[src/rtl/serial_rx_mp.sv]
module serial_rx_mp #(
  parameter int OSR   = 16,
  parameter int DEPTH = 2
) (
  input  logic       clk,
  input  logic       rst_n,
  input  logic       tick,
  input  logic       rx_en,
  input  logic       serial_in,
  input  logic [3:0] char_len,
  input  logic [1:0] par_mode,
  input  logic       mp_mode,
  input  logic       rd,
  output logic [7:0] rx_data,
  output logic       rx_bit8,
  output logic       rx_fe,
  output logic       rx_pe,
  output logic       rx_ovr,
  output logic       rx_ready,
  output logic       addr_stb
);
  localparam int CW = $clog2(OSR);
  localparam int PW = (DEPTH > 1) ? $clog2(DEPTH) : 1;
  localparam int EW = 12;
  localparam logic [CW-1:0] VOTE_AT = CW'(OSR / 2 + 1);
  localparam logic [CW-1:0] LAST    = CW'(OSR - 1);
  localparam logic [PW:0]   FULLC   = (PW + 1)'(DEPTH);
  localparam logic [PW-1:0] TOP     = PW'(DEPTH - 1);

  typedef enum logic [2:0] {IDLE, START, DATA, PARB, STOP} st_t;

  logic          s1, s2;
  logic [1:0]    smp;
  st_t           st;
  logic [CW-1:0] sc;
  logic [3:0]    bi;
  logic [8:0]    dat;
  logic          pbit;
  logic [EW-1:0] mem [DEPTH];
  logic [PW-1:0] wp, rp;
  logic [PW:0]   cnt;

  function automatic logic [PW-1:0] nxt(input logic [PW-1:0] p);
    return (p == TOP) ? '0 : p + 1'b1;
  endfunction

  wire [3:0]    nbits   = (char_len < 4'd5) ? 4'd5 : (char_len > 4'd9) ? 4'd9 : char_len;
  wire          par_en  = par_mode[1];
  wire          vote    = (smp[1] & smp[0]) | (smp[1] & s2) | (smp[0] & s2);
  wire          at_vote = tick && (sc == VOTE_AT);
  wire          at_end  = tick && (sc == LAST);
  wire          done    = rx_en && (st == STOP) && at_vote;
  wire          accept  = !(mp_mode && !dat[8]);
  wire          par_bad = par_en && (pbit != (^dat ^ par_mode[0]));
  wire          push    = done && accept;
  wire          pop     = rx_en && rd && (cnt != '0);
  wire          full    = (cnt == FULLC);
  wire          wr      = push && (!full || pop);
  wire [PW-1:0] newest  = (wp == '0) ? TOP : wp - 1'b1;
  wire [EW-1:0] head    = mem[rp];

  always_ff @(posedge clk or negedge rst_n)
    if (!rst_n) begin
      s1 <= 1'b1;
      s2 <= 1'b1;
    end else begin
      s1 <= serial_in;
      s2 <= s1;
    end

  always_ff @(posedge clk or negedge rst_n)
    if (!rst_n) smp <= 2'b11;
    else if (tick) smp <= {smp[0], s2};

  always_ff @(posedge clk or negedge rst_n)
    if (!rst_n) begin
      st   <= IDLE;
      sc   <= '0;
      bi   <= '0;
      dat  <= '0;
      pbit <= 1'b0;
    end else if (!rx_en) begin
      st <= IDLE;
    end else if (tick) begin
      if (st == IDLE) begin
        if (!s2) begin
          st  <= START;
          sc  <= CW'(1);
          dat <= '0;
        end
      end else begin
        sc <= (sc == LAST) ? '0 : sc + 1'b1;
        case (st)
          START:
            if (at_vote && vote) st <= IDLE;
            else if (at_end) begin
              st <= DATA;
              bi <= '0;
            end
          DATA: begin
            if (at_vote) dat[bi] <= vote;
            if (at_end) begin
              if (bi == nbits - 4'd1) st <= par_en ? PARB : STOP;
              else bi <= bi + 4'd1;
            end
          end
          PARB: begin
            if (at_vote) pbit <= vote;
            if (at_end) st <= STOP;
          end
          STOP:    if (at_vote) st <= IDLE;
          default: st <= IDLE;
        endcase
      end
    end

  always_ff @(posedge clk) begin
    if (wr) mem[wp] <= {1'b0, !vote, par_bad, dat};
    else if (push && rx_en) mem[newest][EW-1] <= 1'b1;
  end

  always_ff @(posedge clk or negedge rst_n)
    if (!rst_n) begin
      wp  <= '0;
      rp  <= '0;
      cnt <= '0;
    end else if (!rx_en) begin
      wp  <= '0;
      rp  <= '0;
      cnt <= '0;
    end else begin
      if (pop) rp <= nxt(rp);
      if (wr)  wp <= nxt(wp);
      cnt <= cnt + {{PW{1'b0}}, wr} - {{PW{1'b0}}, pop};
    end

  always_ff @(posedge clk or negedge rst_n)
    if (!rst_n) addr_stb <= 1'b0;
    else        addr_stb <= done && mp_mode && dat[8];

  assign rx_ready = (cnt != '0);
  assign rx_data  = rx_ready ? head[7:0] : 8'h00;
  assign rx_bit8  = rx_ready & head[8];
  assign rx_pe    = rx_ready & head[9];
  assign rx_fe    = rx_ready & head[10];
  assign rx_ovr   = rx_ready & head[11];

  assert_flush_R9: assert property (@(posedge clk) disable iff (!rst_n)
    !rx_en |=> !rx_ready);

  assert_addr_single_R6: assert property (@(posedge clk) disable iff (!rst_n)
    addr_stb |=> !addr_stb);

  assert_addr_mode_R6: assert property (@(posedge clk) disable iff (!rst_n)
    addr_stb |-> ($past(mp_mode) && rx_bit8 == rx_ready));

  assert_no_overflow_R8: assert property (@(posedge clk) disable iff (!rst_n)
    cnt <= FULLC);

  assert_ready_source_R7: assert property (@(posedge clk) disable iff (!rst_n)
    $rose(rx_ready) |-> $past(done));

  assert_drop_data_R5: assert property (@(posedge clk) disable iff (!rst_n)
    (done && mp_mode && !dat[8] && !rd) |=> $stable(cnt));
endmodule

[config.mk]
export PLATFORM = sky130hd
export DESIGN_NAME = serial_rx_mp
export DESIGN_NICKNAME = d
export VERILOG_FILES = /design/src/rtl/serial_rx_mp.sv
export SDC_FILE = /design/constraint.sdc
export NUM_CORES = 1
export LEC_CHECK = 0
export ABC_AREA = 1
export BUFFER_PORTS_ARGS = -buffer_cell sky130_fd_sc_hd__buf_2
export CAP_MARGIN = 20
export CORE_MARGIN = 5
export CORE_UTILIZATION = 59
export DETAILED_ROUTE_END_ITERATION = 10
export HOLD_SLACK_MARGIN = 0.15
export PLACE_DENSITY = 0.88
export SLEW_MARGIN = 20
export SYNTH_ARGS = -nofsm -noshare
export SYNTH_HDL_FRONTEND = slang
export SYNTH_SLANG_ARGS = --single-unit
[constraint.sdc]
create_clock -name clk -period 3.05 [get_ports clk]
set_input_delay 0.4575 -clock clk [delete_from_list [all_inputs] [get_ports clk]]
set_output_delay 0.4575 -clock clk [all_outputs]
set_load 0.02 [all_outputs]
## Yosys cells after proc, flatten, opt, wreduce, memory -nomap -nowiden

Memory sizes are Yosys's and may differ from the RTL's.
Index checks and enable logic that the tools add are counted.

| storage, ports and cells | value |
|---|---|
| RAM bits | 24 |
| input bits | 13 |
| flip-flop bits (word level) | 30 |
| logic and storage cells | 137 |
| output and inout port bits | 14 |
| memories | 1 |

| cells by class | value |
|---|---|
| equal/unequal tests | 23 |
| multiplexer cells | 46 |
| magnitude comparators | 4 |
| bitwise logic cells | 11 |
| $add $sub $neg | 8 |
| reduce and logical (&&, ||, !) cells | 32 |

Memories:

| name | depth | width | read ports | clocked after Yosys merged registers in | write ports | RTL line | RTL |
|---|---|---|---|---|---|---|---|
| mem | 2 | 12 | 1 | 0 | 1 | 39 | `logic [EW-1:0] mem [DEPTH];` |

Operators with widths:

| cell | number |
|---|---|
| two-way mux 4 bit | 9 |
| two-way mux 9 bit | 4 |
| two-way mux 3 bit | 11 |
| logical AND 1 bit | 15 |
| two-way mux 1 bit | 14 |
| two-way mux 12 bit | 1 |
| inequality test 2 bit (second input constant) | 6 |
| inequality test 4 bit (second input constant) | 3 |
| one-hot mux 3 bit (4 select lines) | 1 |
| OR reduction 12 bit | 1 |
| AND reduction 5 bit | 2 |
| bitwise mux 9 bit | 1 |
| parity 9 bit | 1 |
| adder 4 x 1 -> 4 bit (second input constant) | 2 |
| equality test 4 bit (second input constant) | 2 |
| two-way mux 8 bit | 1 |
| one-hot mux 4 bit (2 select lines) | 1 |
| AND reduction 8 bit | 1 |
| nonzero test 2 bit | 4 |
| AND 1 bit | 7 |
| AND reduction 7 bit | 1 |
| equality test 3 x 2 -> 1 bit (second input constant) | 2 |
| < comparator 4 x 5 -> 1 bit (second input constant) | 1 |
| inequality test 5 bit (second input constant) | 1 |
| 25 further kinds | 32 |

## Logic depth before layout (Yosys ltp)

| logic depth | value |
|---|---|
| depth in word-level cells | 11 |
| mapped depth | 17 |
| mapped depth without buffers | 17 |

## Least setup slack after synthesis

No wires, ideal clock.

| path | value |
|---|---|
| kind | register to register |
| start point | register sc[1] |
| end point | memory mem[1][11] (enable) |
| cell stages (with the launch flop) | 10 |
| clock period less this slack | 2.196 ns |
| buffers on the path | 0 |
| library setup time | 0.304 ns |
| data required time | 2.746 ns |
| data arrival time | 1.892 ns |
| setup slack | 0.854 ns |
| path through | dfrtp_1 > inv_1 > ha_1 > nand4_2 > nor2_2 > o211ai_2 > inv_2 > nand2_1 > nor2_1 > o21bai_1 |

| between the ends | value |
|---|---|
| word-level cells in the longest chain between the ends | 10 |
| elaborated cells on any way between the ends | 14 |
| classes of those cells | eq/ne (1); mux (7); reduce/logical (6) |

RTL lines:

| element | RTL line | RTL |
|---|---|---|
| from (decl) | 35 | `logic [CW-1:0] sc;` |
| from (signal assigned) | 92 | `sc <= (sc == LAST) ? '0 : sc + 1'b1;` |
| equality test 4 bit * | 50 | `wire at_vote = tick && (sc == VOTE_AT);` |
| logical AND 1 bit * | 50 |  |
| logical AND 1 bit * | 52 | `wire done = rx_en && (st == STOP) && at_vote;` |
| logical AND 1 bit * | 55 | `wire push = done && accept;` |
| logical AND 1 bit | 119 | `else if (push && rx_en) mem[newest][EW-1] <= 1'b1;` |
| two-way mux 1 bit | 119 |  |
| two-way mux 1 bit | 118 | `if (wr) mem[wp] <= {1'b0, !vote, par_bad, dat};` |
| two-way mux 1 bit (not written as such) | 119 |  |
| OR reduction 12 bit (no line) | n/a |  |
| two-way mux 1 bit (no line) or two-way mux 2 bit (tied branches) | n/a |  |
| to (decl) | 39 |  |

Mark *: on every way between the ends. The rest lies on a longest branch, timed or not.

## Final worst setup path

| path | value |
|---|---|
| start point | register rp |
| end point | output rx_data[3] |

| between the ends | value |
|---|---|
| word-level cells in the longest chain between the ends | 2 |

RTL lines:

| element | RTL line | RTL |
|---|---|---|
| from (decl) | 40 | `logic [PW-1:0] wp, rp;` |
| from (signal assigned) | 132 | `if (pop) rp <= nxt(rp);` |
| memory (2 x 12 bit) | n/a |  |
| two-way mux 8 bit | 142 | `assign rx_data = rx_ready ? head[7:0] : 8'h00;` |
| to (decl) | 14 | `output logic [7:0] rx_data,` |

Every way passes these cells.

==> results.py <==
metrics = {
    "route": {
        "ant_nets": 0,
        "vias": 2298,
        "firstDrtPassIters": 4,
        "wl_um": 5540,
        "drc": 0,
        "viasPerCell": 5.04,
        "wl_per_cell_um": 12.1,
        "drtIter0Drc": 78,
    },
    "setup_path": {
        "r2r-start": "sc[1]$_DFFE_PN0P_",
        "cp-startpoint": "rp$_DFFE_PN0P_",
        "end_kind": "output pin",
        "cp_top_family": "buffers and inverters",
        "crit_buf_inv": 2,
        "path_cells": "inv_1, nand2_1, a21oi_1, buf_2",
        "cp_max_fo": 14,
        "startpoint_type": "flop",
        "r2r_setup_slack_ns": 0.95,
        "worst_path_largest_cell_delay_ns": 0.55,
        "cp_num_cells": 4,
        "crit_end": "rx_data[3]",
        "critPathRequiredTime_ns": 2.59,
        "r2r-end": "cnt[1]$_DFF_PN0_",
        "r2r_cells": 12,
        "crit_path_top_delay_cell": "dfrtp_1",
        "cp.arrival_ns": 1.71,
        "crit_type": "flop to output pin",
    },
    "sta": {
        "period_minus_slack_ns": 2.16,
        "clock_skew_ns": 0.00335,
        "worstMarginPinSlew_ns": 0.670,
        "worst_slew_margin_rel_pct": 55.3,
        "finalHoldWorstSlack_ns": 0.170,
        "max_freq_mhz": 462,
        "final-hold-violation-count": 0,
        "min_period_over_period_pct": 70.9,
        "setup_viol": 0,
        "fin_setup_tns_ns": 0,
        "grt_setup_unrepaired": "false",
        "final_max_slew_viol_count": 0,
        "fin_ws_ns": 0.886,
    },
    "yosys": {
        "synth_cell_types": 37,
        "syn_nets": 377,
        "synth.top_cell.area_share_pct": 24.1,
        "yosysSeqAreaShare_pct": 49.4,
        "async_flop_share_pct": 55.6,
        "yosysWarnings": 0,
        "ys_ff_latch": 54,
        "synth.cell_area_um2": 2990,
        "synthFlopType": "dfrtp_1",
        "synth_edf_count": 24,
        "postSynthAreaPerCell_um2": 8.40,
        "synth_area_leader_cell": "edfxtp_1",
        "syn_inst": 356,
        "synthTopCellsByArea": "edfxtp_1 (24%), dfrtp_1 (22%), nand2_1 (13%), inv_1 (5.3%), a21oi_1 (4.7%)",
    },
    "worst_hold_path": {
        "min_path_type": "input pin to asynchronous set/reset pin",
    },
    "floorplanning": {
        "die_h_um": 81.2,
        "dieArea_um2": 6590,
        "initial_core_util_pct": 59.7,
        "ios": 27,
        "core_area_um2": 5010,
        "die_w_um": 81.2,
        "rows": 26,
    },
    "final_layout": {
        "n_fill_cell": 417,
        "final_util_pct": 66.0,
        "fin_cells": 456,
        "drive_gt1_share_pct": 18.7,
        "layout.nets": 406,
        "diodes": 0,
        "final_common_cell": "nand2_1",
        "stdcell_area_um2": 3310,
        "area_growth_pct": 10.6,
        "final_cell_mix": "nand2_1 (106), inv_1 (42), a21oi_1 (28)",
    },
    "clocking": {
        "cts_sinks": 54,
        "holdBufCountCts": 0,
        "cts_max_level": 2,
        "postCtsSetupBuffers": 0,
        "cts_tree": "done",
        "cts_buffer_depth": 2,
        "clkSlewWorstSetupHoldPaths_ns": 0.09,
        "clk_latency_ns": 0.31,
        "cts-root-buf": "clkbuf_8",
        "cts_buffers": 5,
        "cts_resized": 0,
    },
    "place": {
        "place_area_um2": 3190,
        "gp_congestion": 0.894,
        "dp_hpwl_um": 4240,
        "place_ws_ns": 0.810,
        "portBuffers": 26,
        "place_inst": 448,
    },
    "global_route": {
        "grt_usage_pct": 18.3,
        "grt_first_pass_wirelength_um": 9350,
        "grt.overflow.total": 0,
        "antenna_found_initial": 0,
        "first_global_vias": 2230,
        "grt_max_degree": 31,
    },
    "power": {
        "power.leakage_nw": 1.60,
        "ir_worst_vdd_v": 0.000343,
        "design_power_total_mw": 1.98,
        "powerDensity_nw_per_um2": 600,
    },
    "status": {
        "run_status": "completed",
    },
    "run": {
        "max_cap_viol_count": 0,
    },
}
==> synth_stat cells (3+ instances only) <==
cell,n
xnor2_1,6
dfrtp_1,26
inv_2,13
nor3_1,4
xor2_1,5
a21oi_1,28
o21ai_0,19
nor2_1,11
nand3_1,16
inv_1,42
o31ai_1,6
nand2_1,106
ha_1,8
o22ai_1,5
clkbuf_1,3
edfxtp_1,24
nor2_2,5
dfstp_2,4
==> per-layer routing <==
| layer | GRT usage [%] | vias up | wire [um] |
|---|---|---|---|
| met5 | 0 | - | 0 |
| li1 | - | 1199 | - |
| met3 | 2.55 | 11 | 149 |
| met4 | 8.11 | 0 | 106 |
| met2 | 34.4 | 35 | 2880 |
| met1 | 20.4 | 1053 | 2400 |
==> how the worst min path moves through the flow <==
| stage | endpoint | slack, ns | cells past startpoint |
|---|---|---|---|
| global placement | s2$_DFF_PN1_ | 0.35 | 0 |
| floorplan | addr_stb$_DFF_PN0_ | 0.16 | 0 |
| detailed placement | s2$_DFF_PN1_ | 0.35 | 0 |
| finish | st[2]$_DFFE_PN0P_ | 0.17 | 1 |
| CTS | bi[2]$_DFFE_PN0P_ | 0.19 | 1 |
| global route | bi[2]$_DFFE_PN0P_ | 0.22 | 1 |
==> report_power, final <==
group | total (mW) | leakage [nW] | internal, mW | switching (mW)
Sequential | 0.910 | 0.607 | 0.838 | 0.0724
Combinational | 0.592 | 0.936 | 0.198 | 0.394
Clock | 0.482 | 0.0587 | 0.249 | 0.233
Total | 1.98 | 1.60 | 1.28 | 0.700
==> registers in the layout (all words and copies together) (netlist names) <==
register and cells:
dat 9, sc 4, s2 1, s1 1, pbit 1, mem 24
rp 1, addr_stb 1, bi 4, st 3, wp 1, cnt 2
smp 2
==> area by class of cell <==
type                            instances  area, um2  area share [%]
Clock inverter                          3       47.5            1.44
Clock buffer                            5       68.8            2.08
Multi-Input combinational cell        238       1250            37.8
Timing Repair Buffer                   29        153            4.62
Tap cell                               70       87.6            2.65
Inverter                               57        224            6.78
Sequential cell                        54       1480            44.7
==> kinds of logic (layout without fill, tap and decap cells) <==
family / count (synthesis) / after routing / synth area share [%]
AND/OR/NAND/NOR: 153 / 153 / 22.4
AO/OA/AOI/OAI: 66 / 66 / 12.8
flip-flops: 54 / 54 / 49.4
adder cells (fa/ha/maj): 8 / 8 / 3.35
buffers and inverters: 64 / 94 / 8.83
XOR/XNOR: 11 / 11 / 3.22
Note: power is estimated with default switching activity, not from simulation.
